===== src/rtl/rxsm_pkg.sv =====
// Shared types and code-group constants for the rate-tolerant receive tracker.
// Assumes 8-bit decoded code groups.
package rxsm_pkg;
    localparam int BYTE_W = 8;

    typedef enum logic [1:0] {
        XM_CONFIG = 2'd0,
        XM_IDLE   = 2'd1,
        XM_DATA   = 2'd2
    } xmit_e;

    typedef enum logic [3:0] {
        S_LINK_FAILED = 4'd0,
        S_WAIT_K      = 4'd1,
        S_GOT_K       = 4'd2,
        S_CFG_B       = 4'd3,
        S_CFG_LO      = 4'd4,
        S_CFG_HI      = 4'd5,
        S_IDLE_D      = 4'd6,
        S_INVALID     = 4'd7,
        S_CARRIER     = 4'd8,
        S_FALSE_CAR   = 4'd9
    } rx_state_e;

    localparam logic [BYTE_W-1:0] CG_COMMA    = 8'hBC;
    localparam logic [BYTE_W-1:0] CG_CFG_A    = 8'hB5;
    localparam logic [BYTE_W-1:0] CG_CFG_B    = 8'h42;
    localparam logic [BYTE_W-1:0] CG_SOF      = 8'hFB;
    localparam logic [BYTE_W-1:0] RXD_FALSE   = 8'h0E;
    localparam logic [BYTE_W-1:0] RXD_PREAMB  = 8'h55;
endpackage


===== src/rtl/rxsm_lag.sv =====
// Delay line of LAG register stages for a W-bit bundle.
// Assumes synchronous active-low reset; LAG of zero gives a plain wire.
module rxsm_lag #(
    parameter int LAG = 1,
    parameter int W   = 16
) (
    input  logic         clk,
    input  logic         rst_n,
    input  logic [W-1:0] d_in,
    output logic [W-1:0] d_out
);
    generate
        if (LAG == 0) begin : g_wire
            assign d_out = d_in;
        end else begin : g_regs
            logic [W-1:0] stage_q [LAG];
            // Shift the bundle one stage per clock.
            always_ff @(posedge clk) begin
                if (!rst_n) begin
                    for (int i = 0; i < LAG; i++) stage_q[i] <= '0;
                end else begin
                    stage_q[0] <= d_in;
                    for (int i = 1; i < LAG; i++) stage_q[i] <= stage_q[i-1];
                end
            end
            assign d_out = stage_q[LAG-1];
        end
    endgenerate
endmodule


===== src/rtl/rxsm_classify.sv =====
// Combinational classification of one decoded code group.
// Assumes the code-error flag overrides any value carried in the byte.
module rxsm_classify
    import rxsm_pkg::*;
(
    input  logic [BYTE_W-1:0] cg,
    input  logic              is_k,
    input  logic              err,
    output logic              comma,
    output logic              cfg_char,
    output logic              sof,
    output logic              data_ok,
    output logic              valid
);
    // Decode the code-group categories used by the sequence logic.
    always_comb begin
        valid    = !err;
        data_ok  = !err && !is_k;
        comma    = valid && is_k && (cg == CG_COMMA);
        sof      = valid && is_k && (cg == CG_SOF);
        cfg_char = data_ok && ((cg == CG_CFG_A) || (cg == CG_CFG_B));
    end
endmodule


===== src/rtl/rxsm_cfg_capture.sv =====
// Assembles the 16-bit configuration word from two captured bytes.
// Assumes the low byte load always precedes the high byte load.
module rxsm_cfg_capture
    import rxsm_pkg::*;
#(
    localparam int CFG_W = 2 * BYTE_W
) (
    input  logic              clk,
    input  logic              rst_n,
    input  logic [BYTE_W-1:0] cg,
    input  logic              load_lo,
    input  logic              load_hi,
    output logic [CFG_W-1:0]  cfg_word
);
    logic [BYTE_W-1:0] lo_q;

    // Stage the low byte, then publish the whole word on the high byte.
    always_ff @(posedge clk) begin
        if (!rst_n) begin
            lo_q     <= '0;
            cfg_word <= '0;
        end else begin
            if (load_lo) lo_q <= cg;
            if (load_hi) cfg_word <= {cg, lo_q};
        end
    end
endmodule


===== src/rtl/rxsm_fsm.sv =====
// Receive sequence state machine with compensation-buffer-aware transitions.
// Assumes inputs are already lined up with sync_ok; sync_ok low overrides all.
module rxsm_fsm
    import rxsm_pkg::*;
(
    input  logic              clk,
    input  logic              rst_n,
    input  logic              sync_ok,
    input  xmit_e             xmit,
    input  logic              even,
    input  logic              carrier,
    input  logic              ins,
    input  logic              del,
    input  logic              comma,
    input  logic              cfg_char,
    input  logic              sof,
    input  logic              data_ok,
    input  logic              valid,
    output logic              load_lo,
    output logic              load_hi,
    output logic              receiving,
    output logic              rx_dv,
    output logic              rx_er,
    output logic [BYTE_W-1:0] rxd,
    output logic              ind_cfg,
    output logic              ind_idle,
    output logic              ind_invalid
);
    rx_state_e st_q, st_nx;
    xmit_e     mode_q;
    logic      sof_q;
    logic      del_only;

    assign del_only = data_ok && del && !ins;

    // Next-state selection, including the buffer-edit tolerant paths.
    always_comb begin
        st_nx   = st_q;
        load_lo = 1'b0;
        load_hi = 1'b0;
        if (!sync_ok) begin
            st_nx = S_LINK_FAILED;
        end else begin
            unique case (st_q)
                S_LINK_FAILED: st_nx = S_WAIT_K;
                S_WAIT_K:      if (comma && even) st_nx = S_GOT_K;
                S_GOT_K: begin
                    if (cfg_char)                         st_nx = S_CFG_B;
                    else if (xmit != XM_DATA && !data_ok) st_nx = S_INVALID;
                    else                                  st_nx = S_IDLE_D;
                end
                S_CFG_B: begin
                    if (valid && ins && !del) st_nx = S_CFG_B;
                    else if (!data_ok)        st_nx = S_INVALID;
                    else begin st_nx = S_CFG_LO; load_lo = 1'b1; end
                end
                S_CFG_LO: begin
                    if (data_ok) begin st_nx = S_CFG_HI; load_hi = 1'b1; end
                    else               st_nx = S_INVALID;
                end
                S_CFG_HI: begin
                    if (del_only)           begin st_nx = S_CFG_LO; load_lo = 1'b1; end
                    else if (comma && even) st_nx = S_GOT_K;
                    else                    st_nx = S_INVALID;
                end
                S_IDLE_D: begin
                    if (del_only && even)     begin st_nx = S_CFG_LO; load_lo = 1'b1; end
                    else if (comma)           st_nx = S_GOT_K;
                    else if (xmit == XM_DATA) st_nx = carrier ? S_CARRIER : S_GOT_K;
                    else                      st_nx = S_INVALID;
                end
                S_CARRIER:   st_nx = sof_q ? S_WAIT_K : S_FALSE_CAR;
                S_FALSE_CAR: if (comma && even) st_nx = S_GOT_K;
                S_INVALID:   if (comma && even) st_nx = S_GOT_K;
                default:     st_nx = S_LINK_FAILED;
            endcase
        end
    end

    // State, transmit-mode and start-of-packet registers.
    always_ff @(posedge clk) begin
        if (!rst_n) begin
            st_q   <= S_LINK_FAILED;
            mode_q <= XM_CONFIG;
            sof_q  <= 1'b0;
        end else begin
            st_q   <= st_nx;
            mode_q <= xmit;
            sof_q  <= (st_nx == S_CARRIER) && sof;
        end
    end

    // Moore outputs decoded from the current state.
    always_comb begin
        rx_dv       = (st_q == S_CARRIER) && sof_q;
        rx_er       = (st_q == S_FALSE_CAR);
        receiving   = (st_q == S_CARRIER) || (st_q == S_FALSE_CAR) ||
                      ((st_q == S_INVALID) && (mode_q == XM_DATA));
        rxd         = rx_dv ? RXD_PREAMB : (rx_er ? RXD_FALSE : '0);
        ind_cfg     = (st_q == S_CFG_HI);
        ind_idle    = (st_q == S_IDLE_D);
        ind_invalid = (st_q == S_INVALID) && (mode_q == XM_CONFIG);
    end

    // sync loss always lands in the link-failed state.
    a_r2_sync_loss: assert property (@(posedge clk) disable iff (!rst_n)
        !sync_ok |=> st_q == S_LINK_FAILED);
    // an inserted code group in the second set position is absorbed.
    a_r5_insert_hold: assert property (@(posedge clk) disable iff (!rst_n)
        (st_q == S_CFG_B && sync_ok && valid && ins && !del) |=> st_q == S_CFG_B);
    // a deleted leading pair after the high byte restarts at the low byte.
    a_r6_delete_return: assert property (@(posedge clk) disable iff (!rst_n)
        (st_q == S_CFG_HI && sync_ok && data_ok && del && !ins) |=> st_q == S_CFG_LO);
    // a truncated set after an idle is picked up at the low byte.
    a_r7_idle_delete: assert property (@(posedge clk) disable iff (!rst_n)
        (st_q == S_IDLE_D && sync_ok && data_ok && del && !ins && even) |=> st_q == S_CFG_LO);
    // data valid only while receiving.
    a_r9_dv_receiving: assert property (@(posedge clk) disable iff (!rst_n)
        rx_dv |-> receiving);
    // false-carrier error carries its marker byte.
    a_r10_false_car_rxd: assert property (@(posedge clk) disable iff (!rst_n)
        rx_er |-> (rxd == RXD_FALSE && receiving));
endmodule


===== src/rtl/rx_cfg_idle_fsm.sv =====
// Top: lines inputs up with a late sync status, classifies each code group,
// runs the receive sequence and assembles the configuration word.
// Assumes sync_ok arrives SYNC_LAG cycles after the code group it qualifies.
module rx_cfg_idle_fsm
    import rxsm_pkg::*;
#(
    parameter int SYNC_LAG = 1,
    localparam int CFG_W   = 2 * BYTE_W,
    localparam int BUND_W  = BYTE_W + 8
) (
    input  logic              clk,
    input  logic              rst_n,
    input  logic [BYTE_W-1:0] rx_byte,
    input  logic              rx_ctrl,
    input  logic              rx_code_err,
    input  logic              rx_even,
    input  logic              sync_ok,
    input  logic [1:0]        xmit_mode,
    input  logic              carrier_in,
    input  logic              rm_ins,
    input  logic              rm_del,
    output logic              receiving,
    output logic              rx_dv,
    output logic              rx_er,
    output logic [BYTE_W-1:0] rxd,
    output logic              ind_cfg,
    output logic              ind_idle,
    output logic              ind_invalid,
    output logic [CFG_W-1:0]  cfg_reg
);
    logic [BUND_W-1:0] bund_in, bund_d;
    logic [BYTE_W-1:0] cg_d;
    logic [1:0]        xm_d;
    logic k_d, err_d, even_d, car_d, ins_d, del_d;
    logic comma, cfg_char, sof, data_ok, valid, load_lo, load_hi;

    assign bund_in = {rx_byte, rx_ctrl, rx_code_err, rx_even, carrier_in,
                      rm_ins, rm_del, xmit_mode};
    assign {cg_d, k_d, err_d, even_d, car_d, ins_d, del_d, xm_d} = bund_d;

    rxsm_lag #(.LAG(SYNC_LAG), .W(BUND_W)) u_lag (
        .clk(clk), .rst_n(rst_n), .d_in(bund_in), .d_out(bund_d));

    rxsm_classify u_cls (
        .cg(cg_d), .is_k(k_d), .err(err_d), .comma(comma), .cfg_char(cfg_char),
        .sof(sof), .data_ok(data_ok), .valid(valid));

    rxsm_fsm u_fsm (
        .clk(clk), .rst_n(rst_n), .sync_ok(sync_ok), .xmit(xmit_e'(xm_d)),
        .even(even_d), .carrier(car_d), .ins(ins_d), .del(del_d),
        .comma(comma), .cfg_char(cfg_char), .sof(sof), .data_ok(data_ok),
        .valid(valid), .load_lo(load_lo), .load_hi(load_hi),
        .receiving(receiving), .rx_dv(rx_dv), .rx_er(rx_er), .rxd(rxd),
        .ind_cfg(ind_cfg), .ind_idle(ind_idle), .ind_invalid(ind_invalid));

    rxsm_cfg_capture u_cap (
        .clk(clk), .rst_n(rst_n), .cg(cg_d), .load_lo(load_lo),
        .load_hi(load_hi), .cfg_word(cfg_reg));

    // the configuration word moves only in the cycle a set completes.
    a_r4_cfg_stable: assert property (@(posedge clk) disable iff (!rst_n)
        !ind_cfg |-> $stable(cfg_reg));
    // at most one receive indication at a time.
    a_r8_ind_exclusive: assert property (@(posedge clk) disable iff (!rst_n)
        $onehot0({ind_cfg, ind_idle, ind_invalid}));
endmodule


===== config.mk =====
export PLATFORM = sky130hd
export DESIGN_NAME = rx_cfg_idle_fsm
export DESIGN_NICKNAME = d
export VERILOG_FILES = /design/src/rtl/rxsm_pkg.sv /design/src/rtl/rxsm_lag.sv /design/src/rtl/rxsm_classify.sv /design/src/rtl/rxsm_cfg_capture.sv /design/src/rtl/rxsm_fsm.sv /design/src/rtl/rx_cfg_idle_fsm.sv
export SDC_FILE = /design/constraint.sdc
export NUM_CORES = 1
export LEC_CHECK = 0
export BUFFER_PORTS_ARGS = -buffer_cell sky130_fd_sc_hd__buf_4
export CORE_MARGIN = 3
export CORE_UTILIZATION = 48
export CTS_CLUSTER_SIZE = 16
export DETAILED_ROUTE_END_ITERATION = 12
export PLACE_DENSITY = 0.77
export SYNTH_ARGS = -nofsm -noshare
export SYNTH_HDL_FRONTEND = slang
export SYNTH_HIERARCHICAL = 1
export SYNTH_SLANG_ARGS = --single-unit

===== constraint.sdc =====
create_clock -name clk -period 1.6 [get_ports clk]
set_input_delay 0.16 -clock clk [delete_from_list [all_inputs] [get_ports clk]]
set_output_delay 0.16 -clock clk [all_outputs]
set_load 0.005 [all_outputs]

# After elaboration in Yosys (flattened, before gate mapping)
# Memories as Yosys holds them, arrays and structs flattened.
# Cells that the tools add are included.
[totals] regBits=31 mem_count=1 output_inout_bits=30 input_bits=19 wordCells=80 ram_bits=16
[op_classes] n_eq_ne=17 n_reduce_logical=28 n_mux=29
[memory_table] name="u_lag.g_regs.stage_q" depth=1 width=16 read_ports=1 rd_clocked_by_memory_dff=0 wr=1 line_no="rxsm_lag.sv:16" rtl="logic [W-1:0] stage_q [LAG];"
[op_table] cell="$mux W4" n=11
[op_table] cell="$pmux W4 S8" n=1
[op_table] cell="$eq A8 B8 Y1 const B" n=3
[op_table] cell="$eq A4 B3 Y1 const B" n=4
[op_table] cell="$logic_and A1 B1 Y1" n=16
[op_table] cell="$mux W16" n=1
[op_table] cell="$reduce_or A16 Y1" n=1
[op_table] cell="$eq A4 B4 Y1 const B" n=3
[op_table] cell="$mux W1" n=11
[op_table] cell="$eq A4 B2 Y1 const B" n=2
[op_table] cell="$eq A8 B7 Y1 const B" n=1
[op_table] cell="$mux W8" n=1
[op_table] cell="$logic_not A1 Y1" n=5
[op_table] cell="$eq A2 B2 Y1 const B" n=2
[op_table] cell="$eq A4 B1 Y1 const B" n=1
[op_table] cell="$logic_not A4 Y1" n=1
[op_table] cell="$mux W2" n=2
[op_table] cell="$logic_or A1 B1 Y1" n=3
[op_table] cell="$mux W3" n=1
[op_table] cell="$pmux W1 S3" n=1
[op_table] cell="$reduce_or A3 Y1" n=1
[op_table] cell="$logic_not A2 Y1" n=1
[op_table] cell="$ne A2 B2 Y1 const B" n=1

# Longest topological paths before layout
# An unclocked memory read counts as a cell.
[depth] depth_word=11 ltp_mapped=9 ltp_nobuf=8

# By module
# The synthesis kept the hierarchy.
[by_module_without_submodules] module="rxsm_cfg_capture" area_per_inst_um2=917.1 seq_area_each_um2=480.5 n_inst=1 cells_each=77
[by_module_without_submodules] module="rxsm_fsm" area_per_inst_um2=631.9 seq_area_each_um2=140.1 n_inst=1 cells_each=82
[by_module_without_submodules] module="rxsm_lag" area_per_inst_um2=446.7 seq_area_each_um2=320.3 n_inst=1 cells_each=33
[by_module_without_submodules] module="rxsm_classify" area_per_inst_um2=90.1 seq_area_each_um2=0.0 n_inst=1 cells_each=12

# Worst setup path before layout
# No wires, ideal clock.
[synth_path] path_type="flip-flop to flip-flop" startpoint="memory u_lag.g_regs.stage_q[0][15]" endpoint="register u_fsm.st_q[0]" setup_ns=0.118 n_path_buf=0 required_time_ns=1.482 arrival_ns=1.524 period_less_slack_ns=1.642 path_slack_ns=-0.042 path_stages_with_launch=8 cell_sequence="dfxtp_1 -> and3_2 -> and4_1 -> and4b_1 -> nand2_1 -> a222oi_1 -> o21ai_1 -> nor2b_1"
[synth_between] elab_chain_len=8 elab_cells_between_ends=16 cone_classes="eq/ne (3); mux (8); reduce/logical (4); memory (1)"
[synth_lines] element="start: declaration" line_no="rxsm_lag.sv:16"
[synth_lines] element="$mem_v2 Z1 W16 *"
[synth_lines] element="$eq A8 B8 Y1 *" line_no="rxsm_classify.sv:19" rtl="comma = valid && is_k && (cg == CG_COMMA);"
[synth_lines] element="$logic_and A1 B1 Y1 *" line_no="rxsm_classify.sv:19"
[synth_lines] element="net comma" line_no="rx_cfg_idle_fsm.sv:35" rtl="logic comma, cfg_char, sof, data_ok, valid, load_lo, load_hi;"
[synth_lines] element="$logic_and A1 B1 Y1"
[synth_lines] element="$mux W3" line_no="rxsm_fsm.sv:63" rtl="else if (comma && even) st_nx = S_GOT_K;"
[synth_lines] element="$mux W4" line_no="rxsm_fsm.sv:62" rtl="if (del_only) begin st_nx = S_CFG_LO; load_lo = 1'b1; end"
[synth_lines] element="$pmux W4 S8 *" line_no="rxsm_fsm.sv:44" rtl="unique case (st_q)"
[synth_lines] element="$mux W4 *" line_no="rxsm_fsm.sv:41" rtl="if (!sync_ok) begin"
[synth_lines] element="end signal: assignment" line_no="rxsm_fsm.sv:87" rtl="st_q <= st_nx;"
[synth_lines] element="end: declaration" line_no="rxsm_fsm.sv:29" rtl="rx_state_e st_q, st_nx;"
# The timed path passes the listed nets; every way through them passes the cells marked *.
# A chain may end at the register's enable or synchronous reset.

# Final worst setup path
[layout_path] startpoint="memory u_lag.g_regs.stage_q[0][13]" endpoint="register u_fsm.st_q[0]"
# The elaborated chain is that of the path after synthesis.

==> summary by stage <==
Synth
The number of distinct library cells after synthesis is 46. The mean cell area of the mapped netlist is 10.2 µm². Of the synthesized area, sequential elements account for 0.451. The share of synthesized flip-flops with an asynchronous set or reset is 0.

The number of synthesized flops with an enable pin is 0. The yosys synthesis warning count is 6. The cell count after synthesis is 204.

Summing every instance area after synthesis gives 2090 µm². The dominant register cell in the synthesized netlist is sky130_fd_sc_hd__dfxtp_1. The flip-flop and latch count after synthesis is 47.

Timing
The number of setup violations in the final report is 35. The count of final hold-check violations is 0. The shortest period the worst path allows is 1.91 ns. Setup repair after global routing could not meet its margin everywhere. After routing, the total negative slack on setup checks comes to -3.09 ns. The post-route clock skew is 0.00457 ns.

Of the available clock period, the critical path in the final layout requires 1.20. Derived from the worst setup path, the maximum achievable clock frequency is 523 MHz. Across all setup checks in the final design, the least slack found is -0.314 ns. The max-slew violation total from the final report is 0.

Worst hold path
The number of instances on the worst hold path is 2. The type of the most critical hold path is in2reg. The launch point of the worst hold path is rx_byte[1].

The worst hold path terminates at u_lag/g_regs.stage_q[0][9].

Placement
During placement, the flow inserted port buffers numbering 46. At the end of routability-driven placement, the weighted congestion stood at 0.925. After detailed placement, the design holds a cell count of 316. The half-perimeter wire length after placement is 3270 µm.

Die
Row generation in the floorplan step produced 23 rows. The die covers 5170 µm². The floorplan die width is 71.9 µm. The total core area is 4090 µm².

The height of the chip is 71.9 µm. The I/O pin count is 49. The initial utilization of the core area, before any placement, comes to 0.510.

Finish
The sequential cells in the finished layout cover a total of 956 µm². The core occupancy in the finished layout is 0.747. In the final layout, the multi-input gates occupy 1130 µm². At the end of the flow, the number of nets in the layout was 305. The ratio of cells with drive above 1 in the final layout is 0.505. The layout-stage area growth over the synthesis result is 46.4%.

The final cell count without fillers is 337. The number of antenna diodes in the final layout is 0. The layout filler cell count is 282.

Worst setup path
For this run, the slowest stage of the critical path takes 0.43 ns. The highest-delay cell along the critical path is sky130_fd_sc_hd__a222oi_1. By startpoint and endpoint, the worst setup path is classified as reg2reg. The peak fanout along the critical path is 3. The reg-to-reg critical path endpoint is u_fsm/st_q[0]. The number of cells traversed by the worst register-to-register path is 7. The startpoint of the worst-slack reg-to-reg timing path is u_lag/g_regs.stage_q[0][13].

The signal on the critical path passes through and3_4, and4_1, and4b_1, nand2_2, a222oi_1, o21ai_1, nor2b_1. At the worst endpoint, the arrival time is 2.10 ns. The critical path required time is 1.79 ns. In this run the register-to-register setup slack is -0.31 ns. The type of element launching the critical path is a flop. The element type at the critical path end is a flop.

Drt
The routed layout has 1828 vias. The initial detailed-routing violation count is 197. The first detailed-routing pass ran for 5 iterations. For this block, the routed nets add up to 5480 µm of wire. The number of vias per cell is 5.42.

The detailed-route wire length per cell is 16.3 µm. In this run the remaining antenna-violating nets after routing total 0. The count of unresolved DRC violations after routing is 0.

Run status
The flow ran to the end, but the final reports show violations. The final reports fail on negative setup slack.

Clock network
The number of buffers inserted by hold repair at cts is 0. For this design, the sink count on the clock tree is 47. The clock root buffer is sky130_fd_sc_hd__clkbuf_8. Clock tree synthesis inserted a total of 5 buffers.

The count of H-tree levels built during CTS is 2. The clock tree from TritonCTS is yes. The clock-pin slew of the registers on the worst-case setup and hold paths is 0.09 ns. The later pin in the worst-skew pair is clocked with a latency of 0.29 ns. The buffer depth of the longest clock path is 2.

Global route
In the global route stage, overall resource usage came out at 0.195. The initial antenna violation count is 0. Summed over all layers, the global routing overflow is 0. Entering global routing, the biggest net connects 44 pins.

The number of global-route vias before repair is 1629. The first-pass GRT wire length is 8050 µm.

Power
The internal power of the cells is 1.66 mW. The combinational share of power is 0.090. VDD sags by at most 0.000614 V. The leakage power total is 1.23 nW. Of the total power, the clock network draws 0.346. The share of total power dissipated in sequential elements is 0.564.

In this run the power density over the cells is 706 nW/µm². The net switching power is 0.493 mW. Of the total power, the share spent switching nets is 0.229.

Flow run
The tool flagged a number of max-cap violations equal to 0.
sequential cells by signal, indices dropped and copies added (netlist names):
signal,count
u_fsm/sof_q,1
u_cap/cfg_word,16
u_fsm/mode_q,2
u_fsm/st_q,4
u_lag/g_regs.stage_q,16
u_cap/lo_q,8
cell families after synthesis:
| logic type | synth area share |
|---|---|
| flip-flops | 0.451 |
| AO/OA/AOI/OAI | 0.0816 |
| AND/OR/NAND/NOR | 0.278 |
| other | 0.00180 |
| multiplexers | 0.115 |
| buffers and inverters | 0.0726 |
worst max path at each step:
stage,start,end,slack (ns),cells after the start
after floorplan,u_lag/g_regs.stage_q[0][13],u_fsm/st_q[0],-0.03,7
after global placement,u_lag/g_regs.stage_q[0][9],u_fsm/sof_q,-0.1,6
after detailed placement,u_lag/g_regs.stage_q[0][13],u_fsm/st_q[0],-0.15,7
after CTS,u_lag/g_regs.stage_q[0][13],u_fsm/st_q[0],-0.13,7
after global routing,u_lag/g_regs.stage_q[0][13],u_fsm/st_q[0],-0.40,7
final,u_lag/g_regs.stage_q[0][13],u_fsm/st_q[0],-0.31,7
cell usage in the layout, fill, tap and decap left out, types with 4 or more instances in the layout:
cell type	synthesis	layout
sky130_fd_sc_hd__and2_1	9	7
sky130_fd_sc_hd__and2_2	12	12
sky130_fd_sc_hd__buf_4	7	69
sky130_fd_sc_hd__nor2b_1	27	27
sky130_fd_sc_hd__dfxtp_1	47	39
sky130_fd_sc_hd__nor2_1	8	4
sky130_fd_sc_hd__dfxtp_2	0	6
sky130_fd_sc_hd__clkbuf_8	0	6
sky130_fd_sc_hd__mux2i_1	24	23
sky130_fd_sc_hd__buf_6	4	19
sky130_fd_sc_hd__nand2_1	6	4
synth_stat cells (2+ instances only):
master / number / area [µm²]
sky130_fd_sc_hd__nor4_1: 2 / 12.5
sky130_fd_sc_hd__a21o_1: 2 / 15.0
sky130_fd_sc_hd__mux2i_1: 24 / 240
sky130_fd_sc_hd__nor2_1: 8 / 30.0
sky130_fd_sc_hd__and2_1: 9 / 56.3
sky130_fd_sc_hd__inv_1: 3 / 11.3
sky130_fd_sc_hd__and3b_1: 2 / 17.5
sky130_fd_sc_hd__nor3b_2: 2 / 25.0
sky130_fd_sc_hd__buf_6: 4 / 45.0
sky130_fd_sc_hd__a21oi_1: 6 / 30.0
sky130_fd_sc_hd__nand2b_1: 2 / 12.5
sky130_fd_sc_hd__clkbuf_1: 2 / 7.51
sky130_fd_sc_hd__nand3_1: 2 / 10.0
sky130_fd_sc_hd__buf_2: 3 / 15.0
sky130_fd_sc_hd__o21ai_0: 3 / 15.0
sky130_fd_sc_hd__and2_2: 12 / 90.1
sky130_fd_sc_hd__a31oi_1: 3 / 18.8
sky130_fd_sc_hd__buf_4: 7 / 52.6
sky130_fd_sc_hd__dfxtp_1: 47 / 941
sky130_fd_sc_hd__nor2b_1: 27 / 169
sky130_fd_sc_hd__and4b_1: 2 / 20.0
sky130_fd_sc_hd__nand2_1: 6 / 22.5
sky130_fd_sc_hd__nand3b_1: 3 / 22.5
timing repair:
item | in CTS | in global routing
pin swaps | 10 | 13
cloned | 0 | 1
resized for setup | 30 | 25
setup buffers | 6 | 8
endpoints found under the setup margin | 20 | 41
layer usage:
layer / global-route usage / vias to the layer above / share of wire
li1: - / 857 / -
met4: 0.0585 / 0 / 0.018
met2: 0.299 / 84 / 0.48
met3: 0.0402 / 12 / 0.067
met1: 0.278 / 875 / 0.44
met5: 0 / - / 0
power groups by stage:
stage	registers [mW]	logic (mW)	clock network [mW]
after detailed placement	1.24	0.155	0
after CTS	1.21	0.169	0.764
after global placement	1.24	0.154	0
after floorplan	1.24	0.0723	0
after global routing	1.22	0.208	0.811
final	1.22	0.194	0.746
metrics by stage:
| stage | power (mW) | hold WS (ns) | cell area, µm² | setup WS (ns) |
|---|---|---|---|---|
| after global placement | 1.39 | 0.370 | 2620 | -0.0989 |
| final | 2.16 | 0.0732 | 3050 | -0.314 |
| after CTS | 2.15 | 0.0648 | 2870 | -0.133 |
| after floorplan | 1.31 | 0.287 | 2100 | -0.0266 |
| after detailed placement | 1.40 | 0.375 | 2620 | -0.150 |
| after global routing | 2.24 | 0.0718 | 3050 | -0.396 |
worst max-delay path: cells and delay by family (launching register included):
family	cells	cell delay [ns]
compound gates	2	0.55
flops	1	0.36
simple gates	5	0.90
cell type report:
type,count,share of cell area
Timing Repair Buffer,91,0.261
Sequential cell,47,0.313
Clock buffer,7,0.0283
Multi-Input combinational cell,138,0.371
Tap cell,50,0.0205
Clock inverter,1,0.00287
Inverter,3,0.00369
(Power assumes the default switching activity.)
